==> src/rtl/uart_tx_pkg.sv <==
package uart_tx_pkg;

  typedef enum logic [2:0] {
    ST_IDLE  = 3'd0,
    ST_START = 3'd1,
    ST_DATA  = 3'd2,
    ST_BIT9  = 3'd3,
    ST_STOP  = 3'd4
  } txState_e;

  typedef struct packed {
    logic     holdCapture;
    logic     shLoadHold;
    logic     shLoadWr;
    logic     shShift;
    logic     bit9Sample;
    logic     irqSet;
    logic     ovrSet;
    txState_e line;
  } txStrobes_t;

endpackage

==> src/rtl/uart_tx_ctrl.sv <==
module uart_tx_ctrl
  import uart_tx_pkg::*;
#(
  parameter int DATA_W = 8
) (
  input  logic       clk,
  input  logic       rstN,
  input  logic       baudTick,
  input  logic       wrEn,
  input  logic       nineBitMode,
  input  logic       dblBufEn,
  input  logic       lateIrq,
  input  logic       endIrqEn,
  input  logic       holdFull,
  output txStrobes_t strb
);

  localparam int CNT_W = (DATA_W > 1) ? $clog2(DATA_W) : 1;
  localparam logic [CNT_W-1:0] LAST_BIT = CNT_W'(DATA_W - 1);

  txState_e         state, nextState;
  logic [CNT_W-1:0] bitCnt, nextCnt;

  logic busy, frameEnd, stopEnter, shFree, wrDropped, wrTaken;
  logic loadHold, loadWr, startFrame, pending, decide;

  always_comb begin
    busy      = (state != ST_IDLE);
    frameEnd  = (state == ST_STOP) && baudTick;
    stopEnter = baudTick &&
                (((state == ST_DATA) && (bitCnt == LAST_BIT) && !nineBitMode) ||
                 (state == ST_BIT9));
    shFree    = !busy || frameEnd;
    // write acceptance rules differ per buffering mode
    wrDropped = dblBufEn ? holdFull : !(shFree && !holdFull);
    wrTaken   = wrEn && !wrDropped;
    loadHold  = shFree && holdFull;
    loadWr    = wrTaken && shFree && !holdFull;
    startFrame = loadHold || loadWr;
    // a write landing on the decision cycle counts as queued data
    pending   = holdFull || wrEn;
    decide    = lateIrq ? frameEnd : stopEnter;
  end

  always_comb begin
    strb             = '0;
    strb.holdCapture = wrTaken && dblBufEn && !loadWr;
    strb.shLoadHold  = loadHold;
    strb.shLoadWr    = loadWr;
    strb.shShift     = (state == ST_DATA) && baudTick;
    strb.bit9Sample  = !dblBufEn && baudTick && (state == ST_DATA) &&
                       (bitCnt == LAST_BIT) && nineBitMode;
    strb.irqSet      = decide && (!dblBufEn || pending || endIrqEn);
    strb.ovrSet      = wrEn && wrDropped;
    strb.line        = state;
  end

  always_comb begin
    nextState = state;
    nextCnt   = bitCnt;
    unique case (state)
      ST_IDLE:  nextState = ST_IDLE;
      ST_START: if (baudTick) begin
                  nextState = ST_DATA;
                  nextCnt   = '0;
                end
      ST_DATA:  if (baudTick) begin
                  if (bitCnt == LAST_BIT)
                    nextState = nineBitMode ? ST_BIT9 : ST_STOP;
                  else
                    nextCnt = bitCnt + 1'b1;
                end
      ST_BIT9:  if (baudTick) nextState = ST_STOP;
      ST_STOP:  if (baudTick) nextState = ST_IDLE;
      default:  nextState = ST_IDLE;
    endcase
    if (startFrame) nextState = ST_START;
  end

  always_ff @(posedge clk or negedge rstN) begin
    if (!rstN) begin
      state  <= ST_IDLE;
      bitCnt <= '0;
    end else begin
      state  <= nextState;
      bitCnt <= nextCnt;
    end
  end

  AST_RELOAD_START: assert property (@(posedge clk) disable iff (!rstN)
    (frameEnd && holdFull) |=> (state == ST_START));

endmodule

==> src/rtl/uart_tx_dp.sv <==
module uart_tx_dp
  import uart_tx_pkg::*;
#(
  parameter int DATA_W = 8
) (
  input  logic              clk,
  input  logic              rstN,
  input  txStrobes_t        strb,
  input  logic [DATA_W-1:0] wrData,
  input  logic              txBit9,
  input  logic              irqClr,
  output logic              txd,
  output logic              txIrq,
  output logic              holdFull,
  output logic              overrun
);

  logic [DATA_W-1:0] holdData, shReg;
  logic              holdB9, shB9;

  always_ff @(posedge clk or negedge rstN) begin
    if (!rstN) begin
      holdData <= '0;
      holdB9   <= 1'b0;
      holdFull <= 1'b0;
    end else begin
      if (strb.holdCapture) begin
        holdData <= wrData;
        holdB9   <= txBit9;
        holdFull <= 1'b1;
      end else if (strb.shLoadHold) begin
        holdFull <= 1'b0;
      end
    end
  end

  always_ff @(posedge clk or negedge rstN) begin
    if (!rstN) begin
      shReg <= '0;
      shB9  <= 1'b0;
    end else begin
      if (strb.shLoadHold) begin
        shReg <= holdData;
        shB9  <= holdB9;
      end else if (strb.shLoadWr) begin
        shReg <= wrData;
        shB9  <= txBit9;
      end else begin
        if (strb.shShift)    shReg <= shReg >> 1;
        if (strb.bit9Sample) shB9  <= txBit9;
      end
    end
  end

  always_ff @(posedge clk or negedge rstN) begin
    if (!rstN) begin
      txIrq   <= 1'b0;
      overrun <= 1'b0;
    end else begin
      if (strb.irqSet)      txIrq <= 1'b1;
      else if (irqClr)      txIrq <= 1'b0;
      if (strb.ovrSet)      overrun <= 1'b1;
    end
  end

  always_comb begin
    unique case (strb.line)
      ST_START: txd = 1'b0;
      ST_DATA:  txd = shReg[0];
      ST_BIT9:  txd = shB9;
      default:  txd = 1'b1;
    endcase
  end

  AST_HOLD_KEEP: assert property (@(posedge clk) disable iff (!rstN)
    (holdFull && !strb.shLoadHold) |=> (holdFull && $stable(holdData)));

  AST_OVR_STICKY: assert property (@(posedge clk) disable iff (!rstN)
    overrun |=> overrun);

  AST_IRQ_KEEP: assert property (@(posedge clk) disable iff (!rstN)
    (txIrq && !irqClr) |=> txIrq);

endmodule

==> src/rtl/dbuf_uart_tx.sv <==
module dbuf_uart_tx
  import uart_tx_pkg::*;
#(
  parameter int DATA_W = 8
) (
  input  logic              clk,
  input  logic              rstN,
  input  logic              baudTick,
  input  logic              wrEn,
  input  logic [DATA_W-1:0] wrData,
  input  logic              txBit9,
  input  logic              nineBitMode,
  input  logic              dblBufEn,
  input  logic              lateIrq,
  input  logic              endIrqEn,
  input  logic              irqClr,
  output logic              txd,
  output logic              txIrq,
  output logic              holdFull,
  output logic              overrun
);

  txStrobes_t strb;

  uart_tx_ctrl #(.DATA_W(DATA_W)) uCtrl (
    .clk         (clk),
    .rstN        (rstN),
    .baudTick    (baudTick),
    .wrEn        (wrEn),
    .nineBitMode (nineBitMode),
    .dblBufEn    (dblBufEn),
    .lateIrq     (lateIrq),
    .endIrqEn    (endIrqEn),
    .holdFull    (holdFull),
    .strb        (strb)
  );

  uart_tx_dp #(.DATA_W(DATA_W)) uDp (
    .clk      (clk),
    .rstN     (rstN),
    .strb     (strb),
    .wrData   (wrData),
    .txBit9   (txBit9),
    .irqClr   (irqClr),
    .txd      (txd),
    .txIrq    (txIrq),
    .holdFull (holdFull),
    .overrun  (overrun)
  );

  AST_EARLY_AT_STOP: assert property (@(posedge clk) disable iff (!rstN)
    (!lateIrq && $rose(txIrq)) |-> txd);

endmodule

==> config.mk <==
export PLATFORM = sky130hd
export DESIGN_NAME = dbuf_uart_tx
export DESIGN_NICKNAME = d
export VERILOG_FILES = /design/src/rtl/uart_tx_pkg.sv /design/src/rtl/uart_tx_ctrl.sv /design/src/rtl/uart_tx_dp.sv /design/src/rtl/dbuf_uart_tx.sv
export SDC_FILE = /design/constraint.sdc
export NUM_CORES = 1
export LEC_CHECK = 0
export CAP_MARGIN = 40
export CORE_UTILIZATION = 53
export DETAILED_ROUTE_END_ITERATION = 8
export MAX_ROUTING_LAYER = met4
export PLACE_DENSITY_LB_ADDON = 0.12
export SLEW_MARGIN = 15
export SYNTH_ARGS = -nofsm -noshare
export SYNTH_HDL_FRONTEND = slang
export SYNTH_SLANG_ARGS = --single-unit
==> constraint.sdc <==
create_clock -name clk -period 2.1 [get_ports clk]
set_input_delay 0.21 -clock clk [delete_from_list [all_inputs] [get_ports clk]]
set_output_delay 0.21 -clock clk [all_outputs]
set_load 0.1 [all_outputs]
# Word level (Yosys, flattened, before mapping)

Cells that the tools add are included.

Input port bits: 18
Memories kept: 0
Bits in latches: 0
Output and inout bits: 4
Flip-flop bits (word level): 27
ROM bits: 0
Memory bits (writable): 0
Logic and storage cells: 86

Multiplexer cells: 24
Reductions and logical operators: 39
Shift operators: 0
Bitwise operators: 0
Equal/unequal tests: 13
Div/mod/pow operators: 0
Add/sub/neg operators: 1
Order comparisons: 0
Multiply operators: 0

Operators by type and width:

| kind                | count |
|---|---|
| $mux 3              | 9 |
| $mux 8              | 3 |
| $logic_and 1x1->1   | 18 |
| $ne 3x2->1 const B  | 5 |
| $pmux 3 s4          | 1 |
| $mux 1              | 9 |
| $reduce_bool 3->1   | 3 |
| $logic_not 1->1     | 7 |
| $eq 3x2->1 const B  | 2 |
| $eq 3x3->1 const B  | 2 |
| $logic_or 1x1->1    | 6 |
| $ne 2x2->1 const B  | 3 |
| $pmux 3 s2          | 1 |
| $reduce_bool 2->1   | 3 |
| $reduce_and 5->1    | 1 |
| $reduce_and 4->1    | 1 |
| $add 3x1->3 const B | 1 |
| $eq 3x1->1 const B  | 1 |
| $pmux 1 s3          | 1 |

# Longest topological paths before layout

Gate-level depths: netlist of run 1.

Depth after elaboration: 13
Mapped depth: 6
Mapped depth without buffers: 6

# Modules after synthesis

From an unflattened synthesis of run 1, not the netlist that was laid out.

Cell total of the unflattened synthesis: 128
Area total of the unflattened synthesis: 1481.4 um2

Modules (own cells, without submodules):

| module       | area each (um2) | cells an instance | seq. area each (um2) | times used |
|---|---|---|---|---|
| uart_tx_dp   | 989.7           | 79                | 525.5                | 1 |
| uart_tx_ctrl | 491.7           | 49                | 150.1                | 1 |

# Least setup slack after synthesis of run 1

OpenSTA, ideal clock, no wires.

Path kind: flip-flop to flip-flop
Start point: register uDp.holdFull
End point: register uDp.shB9
Cell stages (with the launch flop): 6
Buffers on the path: 1
Data required time: 1975 ps
Data arrival time: 2003 ps
Setup slack: -27 ps
Period minus slack after synthesis: 2127 ps
Library setup time: 125 ps
Cells stage by stage: dfrtp_1 -> buf_2 -> nor3_1 -> nand3b_1 -> a21oi_1 -> mux2_2

Longest elaborated chain between the ends: 10
Elaborated cells on any way between the ends: 12
Those cells by class: 3 x mux; 9 x reduce/logical

Ends and longest elaborated chain:

| item                           | line                                   | source |
|---|---|---|
| from (decl)                    | uart_tx_dp.sv:14                       | `output logic holdFull,` |
| from (signal assigned)         | uart_tx_dp.sv:25                       | `holdFull <= 1'b0;` |
| from (signal assigned)         | uart_tx_dp.sv:30                       | `holdFull <= 1'b1;` |
| from (signal assigned)         | uart_tx_dp.sv:32                       | `holdFull <= 1'b0;` |
| $logic_not 1->1                | uart_tx_ctrl.sv:35, uart_tx_ctrl.sv:38 |  |
| $logic_and 1x1->1              | uart_tx_ctrl.sv:35                     | `wrDropped = dblBufEn ? holdFull : !(shFree && !holdFull);` |
| $logic_not 1->1                | uart_tx_ctrl.sv:35                     |  |
| $mux 1                         | uart_tx_ctrl.sv:35                     |  |
| $logic_not 1->1                | uart_tx_ctrl.sv:36                     | `wrTaken = wrEn && !wrDropped;` |
| $logic_and 1x1->1              | uart_tx_ctrl.sv:36                     |  |
| $logic_and 1x1->1 (2 in a row) | uart_tx_ctrl.sv:38                     | `loadWr = wrTaken && shFree && !holdFull;` |
| $mux 1                         | uart_tx_dp.sv:45                       | `end else if (strb.shLoadWr) begin` |
| $mux 1                         | uart_tx_dp.sv:42                       | `if (strb.shLoadHold) begin` |
| to (signal assigned)           | uart_tx_dp.sv:44                       | `shB9 <= holdB9;` |
| to (signal assigned)           | uart_tx_dp.sv:47                       | `shB9 <= txBit9;` |
| to (signal assigned)           | uart_tx_dp.sv:50                       | `if (strb.bit9Sample) shB9 <= txBit9;` |
| to (decl)                      | uart_tx_dp.sv:19                       | `logic holdB9, shB9;` |

Several ways; a longest one is shown, not always the timed one.
A chain may end at the register's enable or synchronous reset.

# Final worst setup path of run 1

Start point: register uCtrl.state[0]
End point: output txd

Longest elaborated chain between the ends: 2
Elaborated cells on any way between the ends: 4
Those cells by class: 3 x eq/ne; 1 x mux

Ends and longest elaborated chain:

| item                                            | line               | source |
|---|---|---|
| from (decl)                                     | uart_tx_ctrl.sv:21 | `txState_e state, nextState;` |
| from (signal assigned)                          | uart_tx_ctrl.sv:85 | `state <= nextState;` |
| $eq 3x2->1 / $eq 3x1->1 (equally long branches) | uart_tx_dp.sv:67   | `unique case (strb.line)` |
| $pmux 1 s3 *                                    | uart_tx_dp.sv:67   |  |
| to (decl)                                       | dbuf_uart_tx.sv:17 | `output logic txd,` |

Every way passes the cells marked *; elsewhere a longest branch is shown, timed or not.

==> flow_summary_export.csv, run 1 <==
group,metric,value,unit
clock_network,clock-sinks,27,
worst_setup_path,crit_top_cell,"nand2b_1",
clock_network,clk_pin_slew,0.15,ns
worst_setup_path,crit_path_cell_trace,"buf_4 -> nand2b_1 -> o21ai_0 -> nand2b_1 -> buf_12",
clock_network,clockBufferDepth,2,
synth,synth_nets,183,
sta,skew,0.0110,ns
worst_setup_path,required,1.89,ns
die,rows,19,
clock_network,cts_setup_buffers,0,
routing,ant_nets,0,
clock_network,cts_tree,"yes",
global_route,track_usage,0.249,
placement,place_congestion,0.849,
die,core_area,0.00273,mm²
sta,setup_viol,0,
run_status,status,"finished clean",
sta,final_hold_viol_count,0,
routing,drt-initial-drc-count,59,
power,power_density,1410,mW/mm²
power,seq_power_share,0.355,
placement,place_ws,0.0695,ns
job,drv_cap,0,
die,start_util,0.554,
worst_setup_path,worstSetupEndpointType,"output port",
routing,drc,0,
worst_setup_path,cpPeakStageDelay,0.41,ns
sta,finalSetupTns,0,ns
power,ir_drop,1.36,mV
die,die_h,55.5,µm
layout,diodes,0,
clock_network,insertion_delay,0.33,ns
layout,syn2layout_area_growth,20.9,%
placement,port_buffers,21,
die,ios,22,
power,p_clk_frac,0.089,
placement,hpwl,2540,µm
routing,vias,1313,
synth,ys_seq_elements,27,
clock_network,cts_made_buffers,3,
clock_network,htree_levels,1,
layout,finalNonFillerCells,219,
layout,drive_gt1_frac,0.186,
die,dieArea,0.00308,mm²
sta,fin_crit_sh,0.820,
power,p_sw_frac,0.447,
global_route,gr-total-overflow,0,
clock_network,cts_resized,0,
worst_setup_path,crit_family,"flip-flops",
min_path,hp-class,"in2async",
power,comb_power_share,0.556,
global_route,antenna_found_initial,0,
sta,relSlewSlack,0.675,
worst_setup_path,cp-start-kind,"flip-flop",
global_route,first_global_vias,1262,
synth,synthArstFlopShare,1.00,
synth,synth_ff_type,"dfrtp_1",
worst_setup_path,crit_path_top_delay_cell,"dfrtp_1",
sta,setup_ws,0.377,ns
synth,synth_top_area_frac,0.446,
synth,synthCells,163,
sta,fmax,580,MHz
power,power,2590,µW
worst_setup_path,crit_buf_inv,2,
layout,final_util,0.670,
placement,dp.cells,215,
synth,ys.warnings.count,0,
clock_network,cts_root_buf,"clkbuf_4",
synth,avgSynthCellArea,9.30,µm²
global_route,grt_pass1_wl,5860,µm
power,p_switching,1160,µW
layout,fin_nets,209,
power,power.internal,1430,µW
worst_setup_path,crit_fanout,11,
synth,syn_area,0.00152,mm²
routing,via_per_inst,6.00,
routing,routedWlPerCell,15.7,µm
synth,ys_types,29,
synth,ys_seq_area_frac,0.446,
sta,period_needed,1.72,ns
sta,worst_pin_slew,0.486,ns
clock_network,hold_buffers,0,
worst_setup_path,worstSetupPathType,"reg2out",
synth,yosys.area.top_type,"dfrtp_1",
global_route,grt_start_max_net_pins,28,
sta,rsz0062_at_grt,"no",
synth,yosys-top-cells-area,"dfrtp_1 45%, mux2_2 8.9%, nor2_1 4.7%, a41oi_1 4.0%, nand2_1 4.0%",
sta,final_max_slew_viol_count,0,
die,fp.dieW,55.5,µm
routing,drt-total-wl,3450,µm
power,p_leak,0.000801,µW
worst_setup_path,arrival,1.51,ns
synth,synth-edff-count,0,
routing,firstDrtPassIters,4,
[Yosys cell counts, types with 3 or more instances]
master	number
dfrtp_1	27
nor2_1	19
nand2_1	16
mux2_2	12
inv_1	10
o22ai_1	8
o31ai_1	8
a41oi_1	7
clkbuf_1	7
o21ai_0	7
nand2b_1	6
nand3b_1	6
a21oi_1	5
buf_2	3
nor3_1	3
[registers in the layout, indices dropped and copies added, names as in the netlist]
register,count
uDp.holdData,8
uDp.shReg,8
uCtrl.bitCnt,3
uCtrl.state,3
uDp.holdB9,1
uDp.holdFull,1
uDp.overrun,1
uDp.shB9,1
uDp.txIrq,1
[power groups by stage]
stage	Sequential (µW)	Clock, µW	Combinational, µW
after floorplan	956	0	978
after global placement	913	0	1390
after detailed placement	928	0	1440
after CTS	916	235	1440
after global routing	949	257	1550
final	919	230	1440
[layout make-up]
cell class                      instances  area [µm²]
Inverter                               10        37.5
Multi-Input combinational cell        114         746
Fill cell                             233         902
Clock inverter                          1        7.51
Tap cell                               31        38.8
Sequential cell                        27         677
Clock buffer                            3        22.5
Timing Repair Buffer                   33         303
[kinds of logic (layout without fill, tap and decap cells)]
family	Yosys count	after routing	share of synthesized area
simple gates	57	57	0.187
flops	27	27	0.446
compound gates	41	41	0.186
mux	14	14	0.102
buf+inv	22	47	0.0619
fa+ha+maj	2	2	0.0165
[path summary, 6_finish.rpt]
kind | startpoint | endpoint | slack, ns | cells after the start
worst max-delay path | uCtrl.state[0]$_DFFE_PN0P_ | txd | 0.38 | 5
worst min-delay path | rstN | uDp.shReg[6]$_DFFE_PN0P_ | 0.23 | 2
worst max register to register | uCtrl.state[2]$_DFFE_PN0P_ | uDp.holdData[1]$_DFFE_PN0P_ | 0.45 | 4
worst min register to register | uDp.txIrq$_DFFE_PN0P_ | uDp.txIrq$_DFFE_PN0P_ | 0.51 | 1
max in group asynchronous | rstN | uDp.holdFull$_DFFE_PN0P_ | 1.60 | 2
min in group clk | irqClr | uDp.txIrq$_DFFE_PN0P_ | 0.47 | 3
[cell usage in the layout (no fill, tap or decap), drive strengths merged, types with 3 or more instances in the layout]
cell           instances
dfrtp                 27
nor2                  19
clkdlybuf4s50         17
nand2                 16
buf                   16
mux2                  12
inv                   10
o22ai                  8
o31ai                  8
o21ai                  7
a41oi                  7
nand2b                 6
nand3b                 6
a21oi                  5
nor3                   4
clkbuf                 3
[metrics by stage]
| stage | hold slack, ns | area, µm² |
|---|---|---|
| 2_1_floorplan | -0.0856 | 1520 |
| 3_3_place_gp | 0.474 | 1800 |
| 3_5_place_dp | 0.480 | 1800 |
| 4_1_cts | 0.240 | 1830 |
| 5_1_grt | 0.256 | 1830 |
| 6_report | 0.231 | 1830 |
[routing by layer]
| metal | up-vias | track usage | wire (µm) |
|---|---|---|---|
| met4 | 0 | 0.0429 | 27 |
| met5 | - | - | 0 |
| met3 | 4 | 0.0562 | 125 |
| li1 | 629 | - | - |
| met1 | 646 | 0.318 | 1570 |
| met2 | 34 | 0.415 | 1720 |
No activity file was read; power rests on OpenSTA's default activity.
==> run 2, diff against run 1 <==
clock period = 1.7 ns   (was 2.1 ns; I/O delays follow)
==> run 2 against run 1 <==
  * Setup slack worse by 0.29 ns
  * Count of clock-buffer cells in the layout stayed put
  * Sequential power is 25% higher
  * Flip-flop and latch count stayed put
  * Cell count is 2.7% higher
  * Largest power group unchanged
==> flow_summary_export.csv, run 2 (synthesis results as in run 1) <==
group,metric,value,unit
clock_network,clockBufferDepth,2,
worst_setup_path,worstSetupPathType,"reg2out",
die,core_area,0.00273,mm²
sta,fmax,620,MHz
worst_setup_path,rr_worst_depth,7,
job,drv_cap,0,
worst_setup_path,crit_fanout,11,
global_route,grt_start_max_net_pins,28,
global_route,grt_pass1_wl,5710,µm
routing,routedWlPerCell,14.6,µm
placement,place_ws,-0.0601,ns
power,seq_power_share,0.346,
die,die_h,55.5,µm
run_status,status,"finished clean",
routing,firstDrtPassIters,4,
clock_network,cts_tree,"yes",
layout,fin_nets,215,
power,comb_power_share,0.570,
layout,multi_input_area,756,µm²
die,fp.dieW,55.5,µm
worst_setup_path,worstReg2RegEnd,"uDp.shReg[1]$_DFFE_PN0P_",
global_route,first_global_vias,1297,
sta,setup_viol,0,
power,power_density,1750,mW/mm²
min_path,hp-class,"in2async",
power,power.internal,1880,µW
sta,final_max_slew_viol_count,0,
worst_setup_path,worstSetupEndpointType,"output port",
clock_network,htree_levels,1,
routing,ant_nets,0,
layout,final_util,0.695,
sta,period_needed,1.61,ns
layout,syn2layout_area_growth,25.4,%
routing,via_per_inst,5.94,
die,start_util,0.554,
worst_setup_path,arrival,1.44,ns
power,ir_drop,1.71,mV
clock_network,insertion_delay,0.33,ns
worst_setup_path,required,1.53,ns
placement,place_congestion,0.851,
sta,worst_pin_slew,0.340,ns
sta,final_hold_viol_count,0,
power,p_clk_frac,0.084,
power,p_switching,1440,µW
layout,drive_gt1_frac,0.222,
sta,rsz0062_at_grt,"no",
worst_setup_path,r2r-start,"uCtrl.state[0]$_DFFE_PN0P_",
layout,ff_latch_area,679,µm²
sta,relSlewSlack,0.773,
routing,vias,1337,
die,dieArea,0.00308,mm²
worst_setup_path,cp-startpoint,"uCtrl.state[0]$_DFFE_PN0P_",
clock_network,clock-sinks,27,
placement,hpwl,2380,µm
layout,diodes,0,
power,p_sw_frac,0.433,
placement,port_buffers,21,
clock_network,cts_root_buf,"clkbuf_4",
die,rows,19,
global_route,track_usage,0.236,
layout,reg.largest.list,"uDp.holdData x8, uDp.shReg x8",
routing,drt-initial-drc-count,42,
global_route,gr-total-overflow,0,
power,p_leak,0.000843,µW
layout,final_cell_mix,"26 x dfrtp_1, 20 x buf_4, 18 x nor2_1, 17 x clkdlybuf4s50_1, 16 x nand2_1",
sta,setup_ws,0.0865,ns
placement,dpl_cell_area,0.00185,mm²
layout,final_common_cell,"dfrtp_1",
sta,skew,0.00641,ns
routing,drc,0,
sta,fin_crit_sh,0.949,
worst_setup_path,cp-start-kind,"flip-flop",
worst_setup_path,critPathCapture,"txd",
routing,drt-total-wl,3280,µm
layout,nFillCells,214,
clock_network,clk_pin_slew,0.15,ns
die,ios,22,
worst_setup_path,ff2ff_setup_slack,0.12,ns
clock_network,cts_made_buffers,3,
global_route,antenna_found_initial,0,
layout,fin_area,0.00190,mm²
run 2: layout make-up:
class,instances,share of cell area
sequential,27,0.358
multi-input combinational,114,0.398
clock inverter,1,0.00264
tap,31,0.0204
timing repair buffer,39,0.190
clock buffer,3,0.0119
inverter,10,0.0198
run 2: power by group through the flow:
stage | Sequential (µW) | Clock (µW) | Combinational (µW)
after floorplan | 1190 | 0 | 1210
after global routing | 1190 | 310 | 2050
final | 1150 | 280 | 1900
after global placement | 1150 | 0 | 1800
after detailed placement | 1160 | 0 | 1840
after CTS | 1150 | 293 | 1860
run 2: through the flow:
step | total power (µW) | hold WS (ns) | setup TNS, ns | instances
after floorplan | 2400 | -0.126 | -0.0455 | 163
after global placement | 2950 | 0.444 | -0.427 | 219
after detailed placement | 3000 | 0.456 | -0.461 | 219
after CTS | 3300 | 0.188 | 0 | 224
after global routing | 3550 | 0.230 | 0 | 225
final | 3330 | 0.191 | 0 | 225
run 2: worst min-delay path by stage:
stage                             from                          end  slack [ns]
5_1_grt                           rstN     uDp.shReg[0]$_DFFE_PN0P_        0.23
6_report                          rstN     uDp.shReg[0]$_DFFE_PN0P_        0.19
3_5_place_dp   uDp.overrun$_DFFE_PN0P_      uDp.overrun$_DFFE_PN0P_        0.46
4_1_cts                           rstN     uDp.shReg[0]$_DFFE_PN0P_        0.19
3_3_place_gp   uDp.overrun$_DFFE_PN0P_      uDp.overrun$_DFFE_PN0P_        0.44
2_1_floorplan                     rstN  uCtrl.bitCnt[0]$_DFFE_PN0P_       -0.13
run 2: timing repair:
item,CTS,global route
resized for setup,1,2
pin swaps,0,1
setup endpoints to repair,1,9
setup buffers,1,1
gates cloned,0,0
hold buffers,0,0
run 2: layer usage:
layer	part of all wire	track usage
met5	0	-
met4	0.011	0.0536
met3	0.044	0.0351
met2	0.45	0.380
met1	0.49	0.319
run 2: critical path, cell delays in order, from the launching register on:
cell and delay, ns:
dfrtp_1 0.41, buf_4 0.17, nand2b_4 0.15, o21ai_1 0.11, nand2b_1 0.10, buf_12 0.18
